`config.mk`:
```
export PLATFORM = sky130hd
export DESIGN_NAME = oblivious_mesh_route
export DESIGN_NICKNAME = d
export VERILOG_FILES = /design/src/rtl/omr_pkg.sv /design/src/rtl/omr_lfsr.sv /design/src/rtl/omr_mid_pick.sv /design/src/rtl/omr_dor_step.sv /design/src/rtl/oblivious_mesh_route.sv
export SDC_FILE = /design/constraint.sdc
export NUM_CORES = 1
export LEC_CHECK = 0
export CORE_AREA = 2 2 58 65
export DETAILED_ROUTE_END_ITERATION = 8
export DIE_AREA = 0 0 60 67
export PLACE_DENSITY = 0.74
export SYNTH_ARGS = -nofsm -noshare
export SYNTH_HDL_FRONTEND = slang
export SYNTH_SLANG_ARGS = --single-unit
```
`constraint.sdc`:
```
create_clock -name clk -period 7.03 [get_ports clk]
set_input_delay 1.0545 -clock clk [delete_from_list [all_inputs] [get_ports clk]]
set_output_delay 1.0545 -clock clk [all_outputs]
set_load 0.02 [all_outputs]
```
`src/rtl/omr_pkg.sv`:
```
package omr_pkg;
  typedef enum logic [2:0] {
    PORT_LOCAL = 3'd0,
    PORT_EAST  = 3'd1,
    PORT_WEST  = 3'd2,
    PORT_NORTH = 3'd3,
    PORT_SOUTH = 3'd4
  } port_e;

  localparam int unsigned LFSR_W = 16;
  localparam logic [LFSR_W-1:0] LFSR_TAPS = 16'hB400;
endpackage

```
`src/rtl/omr_lfsr.sv`:
```
module omr_lfsr
  import omr_pkg::*;
#(
  parameter logic [LFSR_W-1:0] SEED = 16'hACE1
) (
  input  logic              clk,
  input  logic              rst_n,
  input  logic              step,
  output logic [LFSR_W-1:0] state
);
  logic [LFSR_W-1:0] state_d;

  always_comb begin
    state_d = state;
    if (step) begin
      state_d = {1'b0, state[LFSR_W-1:1]} ^ (state[0] ? LFSR_TAPS : '0);
    end
  end

  always_ff @(posedge clk or negedge rst_n) begin
    if (!rst_n) state <= SEED;
    else        state <= state_d;
  end
endmodule

```
`src/rtl/omr_mid_pick.sv`:
```
module omr_mid_pick
  import omr_pkg::*;
#(
  parameter int unsigned XW = 2,
  parameter int unsigned YW = 2
) (
  input  logic              clk,
  input  logic              rst_n,
  input  logic [LFSR_W-1:0] rnd,
  input  logic              inj_valid,
  input  logic [XW-1:0]     src_x,
  input  logic [YW-1:0]     src_y,
  input  logic [XW-1:0]     dst_x,
  input  logic [YW-1:0]     dst_y,
  input  logic              load_high,
  input  logic              quad_lock,
  output logic              pick_valid,
  output logic [XW-1:0]     mid_x,
  output logic [YW-1:0]     mid_y,
  output logic              mid_phase
);
  localparam int unsigned CW = XW + YW;

  logic [CW-1:0] folded;
  logic [XW-1:0] cand_x;
  logic [YW-1:0] cand_y;
  logic          valid_d;
  logic [XW-1:0] mid_x_d;
  logic [YW-1:0] mid_y_d;
  logic          phase_d;

  always_comb begin
    folded = '0;
    for (int i = 0; i < LFSR_W; i++) begin
      folded[i % CW] = folded[i % CW] ^ rnd[i];
    end
  end

  always_comb begin
    cand_x = folded[XW-1:0];
    cand_y = folded[CW-1:XW];
    if (quad_lock) begin
      cand_x[XW-1] = dst_x[XW-1];
      cand_y[YW-1] = dst_y[YW-1];
    end
  end

  always_comb begin
    valid_d = inj_valid;
    mid_x_d = mid_x;
    mid_y_d = mid_y;
    phase_d = mid_phase;
    if (inj_valid) begin
      if (load_high) begin
        mid_x_d = cand_x;
        mid_y_d = cand_y;
        phase_d = (cand_x == src_x) && (cand_y == src_y);
      end else begin
        mid_x_d = dst_x;
        mid_y_d = dst_y;
        phase_d = 1'b1;
      end
    end
  end

  always_ff @(posedge clk or negedge rst_n) begin
    if (!rst_n) begin
      pick_valid <= 1'b0;
      mid_x      <= '0;
      mid_y      <= '0;
      mid_phase  <= 1'b0;
    end else begin
      pick_valid <= valid_d;
      mid_x      <= mid_x_d;
      mid_y      <= mid_y_d;
      mid_phase  <= phase_d;
    end
  end
endmodule

```
`src/rtl/omr_dor_step.sv`:
```
module omr_dor_step
  import omr_pkg::*;
#(
  parameter int unsigned XW = 2,
  parameter int unsigned YW = 2
) (
  input  logic [XW-1:0] cur_x,
  input  logic [YW-1:0] cur_y,
  input  logic [XW-1:0] mid_x,
  input  logic [YW-1:0] mid_y,
  input  logic [XW-1:0] dst_x,
  input  logic [YW-1:0] dst_y,
  input  logic          phase_in,
  output port_e         port,
  output logic          phase_out
);
  logic [XW-1:0] tgt_x;
  logic [YW-1:0] tgt_y;

  always_comb begin
    phase_out = phase_in | ((cur_x == mid_x) && (cur_y == mid_y));
    tgt_x     = phase_out ? dst_x : mid_x;
    tgt_y     = phase_out ? dst_y : mid_y;
    if (tgt_x > cur_x)      port = PORT_EAST;
    else if (tgt_x < cur_x) port = PORT_WEST;
    else if (tgt_y > cur_y) port = PORT_NORTH;
    else if (tgt_y < cur_y) port = PORT_SOUTH;
    else                    port = PORT_LOCAL;
  end
endmodule

```
`src/rtl/oblivious_mesh_route.sv`:
```
module oblivious_mesh_route
  import omr_pkg::*;
#(
  parameter int unsigned       XW   = 2,
  parameter int unsigned       YW   = 2,
  parameter logic [LFSR_W-1:0] SEED = 16'hACE1
) (
  input  logic          clk,
  input  logic          rst_n,
  input  logic          inj_valid,
  input  logic [XW-1:0] inj_src_x,
  input  logic [YW-1:0] inj_src_y,
  input  logic [XW-1:0] inj_dst_x,
  input  logic [YW-1:0] inj_dst_y,
  input  logic          load_high,
  input  logic          quad_lock,
  output logic          pick_valid,
  output logic [XW-1:0] pick_mid_x,
  output logic [YW-1:0] pick_mid_y,
  output logic          pick_phase,
  input  logic [XW-1:0] cur_x,
  input  logic [YW-1:0] cur_y,
  input  logic [XW-1:0] hdr_mid_x,
  input  logic [YW-1:0] hdr_mid_y,
  input  logic [XW-1:0] hdr_dst_x,
  input  logic [YW-1:0] hdr_dst_y,
  input  logic          hdr_phase,
  output logic [2:0]    out_port,
  output logic          out_phase
);
  logic              rst_meta_n;
  logic              rst_sync_n;
  logic [LFSR_W-1:0] rnd;
  logic              rnd_step;
  port_e             port_sel;

  always_ff @(posedge clk or negedge rst_n) begin
    if (!rst_n) begin
      rst_meta_n <= 1'b0;
      rst_sync_n <= 1'b0;
    end else begin
      rst_meta_n <= 1'b1;
      rst_sync_n <= rst_meta_n;
    end
  end

  assign rnd_step = inj_valid & load_high;

  omr_lfsr #(.SEED(SEED)) u_lfsr (
    .clk   (clk),
    .rst_n (rst_sync_n),
    .step  (rnd_step),
    .state (rnd)
  );

  omr_mid_pick #(.XW(XW), .YW(YW)) u_pick (
    .clk        (clk),
    .rst_n      (rst_sync_n),
    .rnd        (rnd),
    .inj_valid  (inj_valid),
    .src_x      (inj_src_x),
    .src_y      (inj_src_y),
    .dst_x      (inj_dst_x),
    .dst_y      (inj_dst_y),
    .load_high  (load_high),
    .quad_lock  (quad_lock),
    .pick_valid (pick_valid),
    .mid_x      (pick_mid_x),
    .mid_y      (pick_mid_y),
    .mid_phase  (pick_phase)
  );

  omr_dor_step #(.XW(XW), .YW(YW)) u_step (
    .cur_x     (cur_x),
    .cur_y     (cur_y),
    .mid_x     (hdr_mid_x),
    .mid_y     (hdr_mid_y),
    .dst_x     (hdr_dst_x),
    .dst_y     (hdr_dst_y),
    .phase_in  (hdr_phase),
    .port      (port_sel),
    .phase_out (out_phase)
  );

  assign out_port = port_sel;
endmodule

```
==> flow_summary.toml, run 1 <==
[sta]
post-route-min-period_ps = 5110
timing.fmax_mhz = 196
finalSetupViolCount = 0
slew_headroom_pct = 44.2
fin_hold_ws_ps = 353
worst_pin_slew_ps = 837
rsz0062_at_grt = "false"
drv_slew = 0
min_period_over_period_pct = 72.7
hold_viol = 0
finClkSkew_ps = 5.42
fin_setup_tns_ps = 0

[setup_path]
critPathMaxStageDelay_ps = 680
path_buf_inv = 2
cp_slowest_cell = "clkdlybuf4s50_1"
arrival_ps = 4060
reg2reg_slack_ps = 5430
crit_type = "input pin to output pin"
cp-start-kind = "input pin"
crit_required_ps = 5980
crit_top_cell = "clkdlybuf4s50_1"
crit_chain = "clkdlybuf4s50_1 -> xnor2_1 -> a41oi_1 -> mux2_2 -> ha_1 -> nor2b_1 -> a2111oi_0 -> clkdlybuf4s50_1"
critPathCaptureType = "output pin"
cp_max_fo = 5
crit_family = "buffers and inverters"

[clocking]
path_clk_slew_ps = 130
cts_tree = "done"
ctsResizeCount = 0
cts-root-buf = "clkbuf_4"
clock_latency_ps = 310
cts_buffers = 3
post-cts-setup-buffers = 0
ctsLongestPathBuffers = 2
holdBufCountCts = 0
cts_sinks = 24
h-tree-depth = 1

[logic_synthesis]
synth.most_common_cell = "mux2_2"
syn_nets = 146
syn_area_um2 = 1370
synth_commonest_cells = "20 x mux2_2, 18 x xnor2_1, 16 x dfrtp_1"
ys_ff_latch = 24
seq_area_frac_synth_pct = 44.5
yosys.area.top_type = "dfrtp_1"
synthArstFlopShare_pct = 100
netlist.area_leader.share_pct = 29.2
ys.warnings.count = 0
synth_ff_type = "dfrtp_1"
synth_edf_count = 0
synth_area_leaders = "dfrtp_1 29%, mux2_2 16%, dfstp_2 15%, xnor2_1 11%, ha_1 3.6%"
ys_types = 26
avgSynthCellArea_um2 = 11.8
postSynthCellCount = 116

[final_layout]
synthToLayoutAreaGrowth_pct = 31.7
drive_gt1_share_pct = 21.9
n_antenna_cell = 0
layout.nets = 182

[global_route]
grt-ovfl-total = 0
grt_max_degree = 23
grt_pass1_vias = 1031
grt_pass1_wl_um = 4500
grt_usage_pct = 14.8
antenna_found_initial = 0

[routing]
drc = 0
ant_nets = 0
post_drt_wl_per_cell_um = 13.6
vias = 957
drt_iter0_markers = 18
drt-total-wl_um = 2700
first_pass_iters = 2
vias_per_cell = 4.81

[pwr]
power_frac_seq_pct = 38.6
intPower_mw = 0.424
power.switching_mw = 0.206
clkPwrFrac_pct = 15.6
swShare_pct = 32.7
p_comb_share_pct = 45.8
vdd_drop_max_mv = 0.199
power_density_nw_per_um2 = 349
cellLeakagePower_nw = 0.768

[floorplanning]
core_region_area_um2 = 3330
rows = 22
die_h_um = 67
pin_count = 36
start_util_pct = 41.2
fp.dieW_um = 60
die-area_um2 = 4020

[placement]
port_buffers = 35
dp.final_hpwl_um = 2190
gp_congestion = 0.749

[job]
maxCapViolations = 0

[worst_hold_path]
hp-class = "flip-flop to async pin"

[run_status]
outcome = "finished, final reports clean"
-- stage by stage --
| stage | worst slack (ps) | power [mW] | instance area (um2) | std cells | util, % |
|---|---|---|---|---|---|
| final | 1920 | 0.630 | 1810 | 199 | 54.2 |
| after global routing | 1720 | 0.672 | 1810 | 199 | 54.2 |
| after CTS | 1900 | 0.639 | 1810 | 199 | 54.2 |
| after detailed placement | 1910 | 0.538 | 1750 | 195 | 52.6 |
| after global placement | 2020 | 0.526 | 1750 | 195 | 52.6 |
| after floorplan | 2480 | 0.445 | 1370 | 116 | - |
-- cells in the final DEF, fill, tap and decap left out --
cell type,instances
nor2b_1,3
xor2_1,1
and3_1,1
nand2_1,7
or3b_2,1
conb_1,1
a41oi_1,1
xnor3_1,2
mux2i_1,5
o221a_1,1
inv_1,5
o21bai_1,1
nor2_1,5
a2111oi_0,1
clkdlybuf4s50_1,35
dfrtp_1,16
xnor2_1,18
bufinv_16,1
mux2_2,20
a21oi_1,4
a31oi_1,2
nand3_1,1
clkbuf_4,3
o21ai_0,4
dfstp_2,8
ha_1,4
-- state kept, by name, indices dropped and copies added (netlist names) --
name,count
u_pick.pick_valid,1
u_pick.mid_x,2
rst_sync_n,1
rst_meta_n,1
u_pick.mid_phase,1
u_lfsr.state,16
u_pick.mid_y,2
-- worst register-to-register path: stages, from the launching register on --
cell,delay (ps)
dfstp_2,580
xnor2_1,220
xnor3_1,380
nand2_1,80
a31oi_1,40
o221a_1,200
-- routing by layer --
layer / global-route usage [%] / vias to the layer above / wire length (um)
met1: 18.0 / 457 / 1160
li1: - / 471 / -
met5: 0 / - / 0
met2: 26.6 / 25 / 1400
met4: 5.00 / 0 / 35
met3: 1.36 / 4 / 99
-- area by class of cell --
class | count | area (um2)
clock buffers | 3 | 22.5
clock inverters | 1 | 30.0
fillers | 299 | 1530
inverters | 5 | 18.8
multi-input cells | 83 | 713
flip-flops and latches | 24 | 611
well taps | 48 | 60.1
repair buffers | 35 | 350
-- cell families after synthesis --
family	after synthesis	synth area share, %
flip-flops	24	44.5
adder cells (fa/ha/maj)	4	3.65
AND/OR/NAND/NOR	18	6.11
buffers and inverters	9	3.47
multiplexers	25	20.1
AO/OA/AOI/OAI	14	6.48
XOR/XNOR	21	15.4
other	1	0.273
-- final timing paths --
| path | startpoint | endpoint | cells past startpoint |
|---|---|---|---|
| max | cur_x[0] | out_port[2] | 8 |
| min | rst_sync_n | u_lfsr.state[1] | 0 |
| max reg2reg | u_lfsr.state[10] | u_pick.mid_phase | 5 |
| min reg2reg | rst_sync_n | u_lfsr.state[1] | 0 |
| max in group asynchronous | rst_n | rst_sync_n | 1 |
| min in group clk | rst_meta_n | rst_sync_n | 0 |
-- power groups by stage --
stage | combinational, mW | clock [mW] | sequential, mW
finish | 0.289 | 0.0983 | 0.243
global route | 0.312 | 0.108 | 0.252
CTS | 0.294 | 0.100 | 0.245
detailed placement | 0.290 | 0 | 0.248
global placement | 0.281 | 0 | 0.245
floorplan | 0.197 | 0 | 0.248
(Power assumes the default switching activity.)
==> inputs of run 2 (changes only) <==
==> constraint.sdc (replaced) <==
create_clock -name clk -period 5.25 [get_ports clk]
set_input_delay 0.7875 -clock clk [delete_from_list [all_inputs] [get_ports clk]]
set_output_delay 0.7875 -clock clk [all_outputs]
set_load 0.02 [all_outputs]
==> flow_summary.toml, run 2 (synthesis gave the netlist of run 1 again) <==
[pwr]
power_mw = 0.842
clkPwrFrac_pct = 15.5
swShare_pct = 32.7
cellLeakagePower_nw = 0.768
power_frac_seq_pct = 38.8
power.switching_mw = 0.275
intPower_mw = 0.567
vdd_drop_max_mv = 0.282
power_density_nw_per_um2 = 466
p_comb_share_pct = 45.8

[final_layout]
mostFrequentLayoutCells = "35 x clkdlybuf4s50_1, 20 x mux2_2, 18 x xnor2_1, 16 x dfrtp_1, 8 x dfstp_2"
fin_area_um2 = 1810
top_regs = "u_lfsr.state x16, u_pick.mid_x x2, u_pick.mid_y x2"
top_register = "u_lfsr.state"
drive_gt1_share_pct = 21.9
synthToLayoutAreaGrowth_pct = 31.7
n_antenna_cell = 0
largest_reg_flops = 16
layout_commonest_cell = "clkdlybuf4s50_1"
layout.nets = 182
layout.cells.non_filler = 199
fillers = 302

[clocking]
cts_sinks = 24
ctsResizeCount = 0
ctsLongestPathBuffers = 2
holdBufCountCts = 0
cts_tree = "done"
h-tree-depth = 1
cts-root-buf = "clkbuf_4"
path_clk_slew_ps = 130
clock_latency_ps = 310
cts_buffers = 3
post-cts-setup-buffers = 0

[setup_path]
cp_num_cells = 8
crit_required_ps = 4460
crit_type = "input pin to output pin"
crit_top_cell = "clkdlybuf4s50_1"
arrival_ps = 3800
r2r_cells = 5
r2r_start = "u_lfsr.state[10]"
startpoint = "cur_y[0]"
cp_slowest_cell = "clkdlybuf4s50_1"
cp_max_fo = 5
path_buf_inv = 2
crit_end = "out_port[2]"
worstReg2RegEnd = "u_pick.mid_phase"
crit_chain = "clkdlybuf4s50_1 -> xnor2_1 -> a41oi_1 -> mux2_2 -> ha_1 -> nor2b_1 -> a2111oi_0 -> clkdlybuf4s50_1"
reg2reg_slack_ps = 3650
critPathCaptureType = "output pin"
critPathMaxStageDelay_ps = 680
crit_family = "buffers and inverters"
cp-start-kind = "input pin"

[global_route]
grt-ovfl-total = 0
grt_use_met3_pct = 1.36
grt_max_degree = 23
top_usage_layer = "met2"
grt_use_met2_pct = 26.8
met1_usage_pct = 17.4
grt_pass1_wl_um = 4450
grt_pass1_vias = 1025
grt_usage_pct = 14.7
antenna_found_initial = 0

[floorplanning]
rows = 22
core_region_area_um2 = 3330
start_util_pct = 41.2
die-area_um2 = 4020
die_h_um = 67
pin_count = 36
fp.dieW_um = 60

[routing]
drt-total-wl_um = 2700
drc = 0
ant_nets = 0
post_drt_wl_per_cell_um = 13.5
first_pass_iters = 4
vias = 960
drt_iter0_markers = 14
vias_per_cell = 4.82

[sta]
rsz0062_at_grt = "false"
drv_slew = 0
finalSetupViolCount = 0
timing.fmax_mhz = 218
fin_ws_ps = 664
worst_pin_slew_ps = 853
finClkSkew_ps = 8.27
min_period_over_period_pct = 87.4
fin_setup_tns_ps = 0
post-route-min-period_ps = 4590
slew_headroom_pct = 43.1
hold_viol = 0

[placement]
port_buffers = 35
dp_slack_ps = 663
placed_area_um2 = 1750
gp_congestion = 0.749
place_inst = 195
dp.final_hpwl_um = 2190

[run_status]
outcome = "finished, final reports clean"

[job]
maxCapViolations = 0

[worst_hold_path]
hp-class = "flip-flop to async pin"
[run 2: worst reg2reg max path, delay by kind of cell (launching register included)]
kind,cells,cell delay (ps)
compound gates,2,240
xor+xnor,2,600
flops,1,580
simple gates,1,80
[run 2: power groups by stage]
| stage | combinational, mW | sequential (mW) | clock [mW] |
|---|---|---|---|
| finish | 0.385 | 0.327 | 0.130 |
| global route | 0.416 | 0.337 | 0.145 |
| CTS | 0.392 | 0.328 | 0.135 |
| detailed placement | 0.388 | 0.332 | 0 |
| global placement | 0.377 | 0.327 | 0 |
| floorplan | 0.263 | 0.332 | 0 |
[run 2: how the worst min path moves through the flow]
stage	end
2_1_floorplan	u_lfsr.state[12]
3_3_place_gp	rst_sync_n
3_5_place_dp	rst_sync_n
4_1_cts	rst_sync_n
5_1_grt	rst_sync_n
6_report	u_lfsr.state[1]
[run 2: cell type report]
cell class | count | area, um2 | share of cell area, %
inverters | 5 | 18.8 | 1.04
flip-flops and latches | 24 | 611 | 33.8
multi-input cells | 83 | 713 | 39.5
repair buffers | 35 | 350 | 19.4
well taps | 48 | 60.1 | 3.33
clock buffers | 3 | 22.5 | 1.25
clock inverters | 1 | 30.0 | 1.66
[run 2: per-stage QoR]
stage	util, %	hold WS, ps
6_report	54.2	354
5_1_grt	54.2	376
4_1_cts	54.2	373
3_5_place_dp	52.6	344
3_3_place_gp	52.6	336
2_1_floorplan	-	274
[run 2: metal layers]
| metal | vias to the layer above | share of wire [%] |
|---|---|---|
| met5 | - | 0 |
| met4 | 0 | 1.3 |
| met3 | 4 | 4.7 |
| met2 | 27 | 51 |
| met1 | 459 | 42 |
| li1 | 470 | - |
==> inputs of run 3 (changes only) <==
==> constraint.sdc (replaced) <==
create_clock -name clk -period 4.3 [get_ports clk]
set_input_delay 0.645 -clock clk [delete_from_list [all_inputs] [get_ports clk]]
set_output_delay 0.645 -clock clk [all_outputs]
set_load 0.02 [all_outputs]
==> flow_summary.toml, run 3 (synthesis gave the netlist of run 1 again) <==
[clocking]
cts_buffers = 3
h-tree-depth = 1
cts-root-buf = "clkbuf_4"
cts_tree = "done"
clock_latency_ps = 320
post-cts-setup-buffers = 0
ctsLongestPathBuffers = 2
path_clk_slew_ps = 130
cts_sinks = 24
holdBufCountCts = 0
ctsResizeCount = 0

[routing]
vias_per_cell = 4.82
first_pass_iters = 4
drt-total-wl_um = 2870
post_drt_wl_per_cell_um = 14.4
drc = 0
vias = 964
ant_nets = 0
drt_iter0_markers = 40

[setup_path]
crit_top_cell = "clkdlybuf4s50_1"
arrival_ps = 3450
critPathCaptureType = "output pin"
cp-start-kind = "input pin"
crit_chain = "clkdlybuf4s50_1 -> xnor2_1 -> a41oi_1 -> mux2_2 -> ha_1 -> nor2b_1 -> a2111oi_0 -> clkdlybuf4s50_1"
cp_slowest_cell = "clkdlybuf4s50_1"
crit_type = "input pin to output pin"
cp_max_fo = 3
crit_required_ps = 3650
critPathMaxStageDelay_ps = 690

[floorplanning]
fp.dieW_um = 60
start_util_pct = 41.2
core_region_area_um2 = 3330
rows = 22
pin_count = 36
die-area_um2 = 4020
die_h_um = 67

[sta]
finalSetupViolCount = 0
fin_setup_tns_ps = 0
rsz0062_at_grt = "false"
fin_hold_ws_ps = 367
hold_viol = 0
drv_slew = 0
worst_pin_slew_ps = 862
post-route-min-period_ps = 4100
finClkSkew_ps = 7.30
min_period_over_period_pct = 95.3
timing.fmax_mhz = 244
slew_headroom_pct = 42.5

[run_status]
outcome = "finished, final reports clean"

[pwr]
power.switching_mw = 0.345
swShare_pct = 35.1
power_frac_seq_pct = 40.7
p_comb_share_pct = 48.5
intPower_mw = 0.636
vdd_drop_max_mv = 0.285
power_density_nw_per_um2 = 549
cellLeakagePower_nw = 0.760
clkPwrFrac_pct = 10.8
power_mw = 0.981

[placement]
dp.final_hpwl_um = 2290
port_buffers = 35
place_inst = 196
gp_congestion = 0.733

[global_route]
antenna_found_initial = 0
grt_pass1_vias = 1043
grt_max_degree = 23
grt_pass1_wl_um = 4670
grt-ovfl-total = 0
grt_usage_pct = 15.8

[final_layout]
layout_commonest_cell = "clkdlybuf4s50_1"
layout.cells.non_filler = 200
layout.nets = 183
n_antenna_cell = 0
drive_gt1_share_pct = 21.7
largest_reg_flops = 16
mostFrequentLayoutCells = "35 x clkdlybuf4s50_1, 20 x mux2_2, 18 x xnor2_1, 16 x dfrtp_1, 8 x dfstp_2"
synthToLayoutAreaGrowth_pct = 30.3
top_register = "u_lfsr.state"
top_regs = "u_lfsr.state x16, u_pick.mid_x x2, u_pick.mid_y x2"

[job]
maxCapViolations = 0

[worst_hold_path]
hp-class = "flip-flop to async pin"
[run 3: cell count changes in the layout (fill, tap and decap cells not counted)]
cell	previous run	this run
clkbuf_1	0	1
bufinv_16	1	0
buf_4	0	1
[run 3: power by group through the flow]
stage          Sequential (mW)  Clock (mW)  Combinational [mW]
5_1_grt                  0.413       0.120               0.518
3_5_place_dp             0.406           0               0.479
3_3_place_gp             0.400           0               0.461
2_1_floorplan            0.406           0               0.321
6_report                 0.399       0.106               0.476
4_1_cts                  0.401       0.109               0.482
[run 3: metrics by stage]
stage	util (%)	cell area [um2]	setup slack, ps
6_report	53.6	1790	200
3_5_place_dp	52.9	1760	208
3_3_place_gp	52.9	1760	289
2_1_floorplan	-	1370	572
5_1_grt	53.6	1790	44.6
4_1_cts	53.6	1790	209
[run 3: final timing paths]
path	startpoint	end	slack, ps	depth (start not counted)
max reg2reg	u_lfsr.state[10]	u_pick.mid_phase	2710	5
max	cur_x[0]	out_port[2]	200	8
min in group clk	rst_meta_n	rst_sync_n	370	0
min	rst_sync_n	u_pick.mid_y[1]	370	0
min reg2reg	rst_sync_n	u_pick.mid_y[1]	370	0
max in group asynchronous	rst_sync_n	u_lfsr.state[9]	3400	0
[run 3: routing by layer]
layer	vias up	global-route usage [%]	wire length (um)
met5	-	0	0
met2	34	27.3	1390
met3	11	1.55	105
li1	471	-	-
met1	448	18.5	1270
met4	0	9.44	108
[run 3: final cells by class]
cell class                 count  area, um2
inverter                       5       18.8
tap                           48       60.1
multi-input combinational     83        713
fill                         296       1540
timing repair buffer          36        358
clock buffer                   4       26.3
sequential                    24        611
[run 3: critical path: cells and delay by family]
family | cells | cell delay [ps]
buffers and inverters | 2 | 1140
AOI/OAI and AO/OA | 2 | 720
muxes | 1 | 380
adders and majority gates | 1 | 290
and+or+nand+nor | 1 | 150
xor gates and xnor gates | 1 | 140
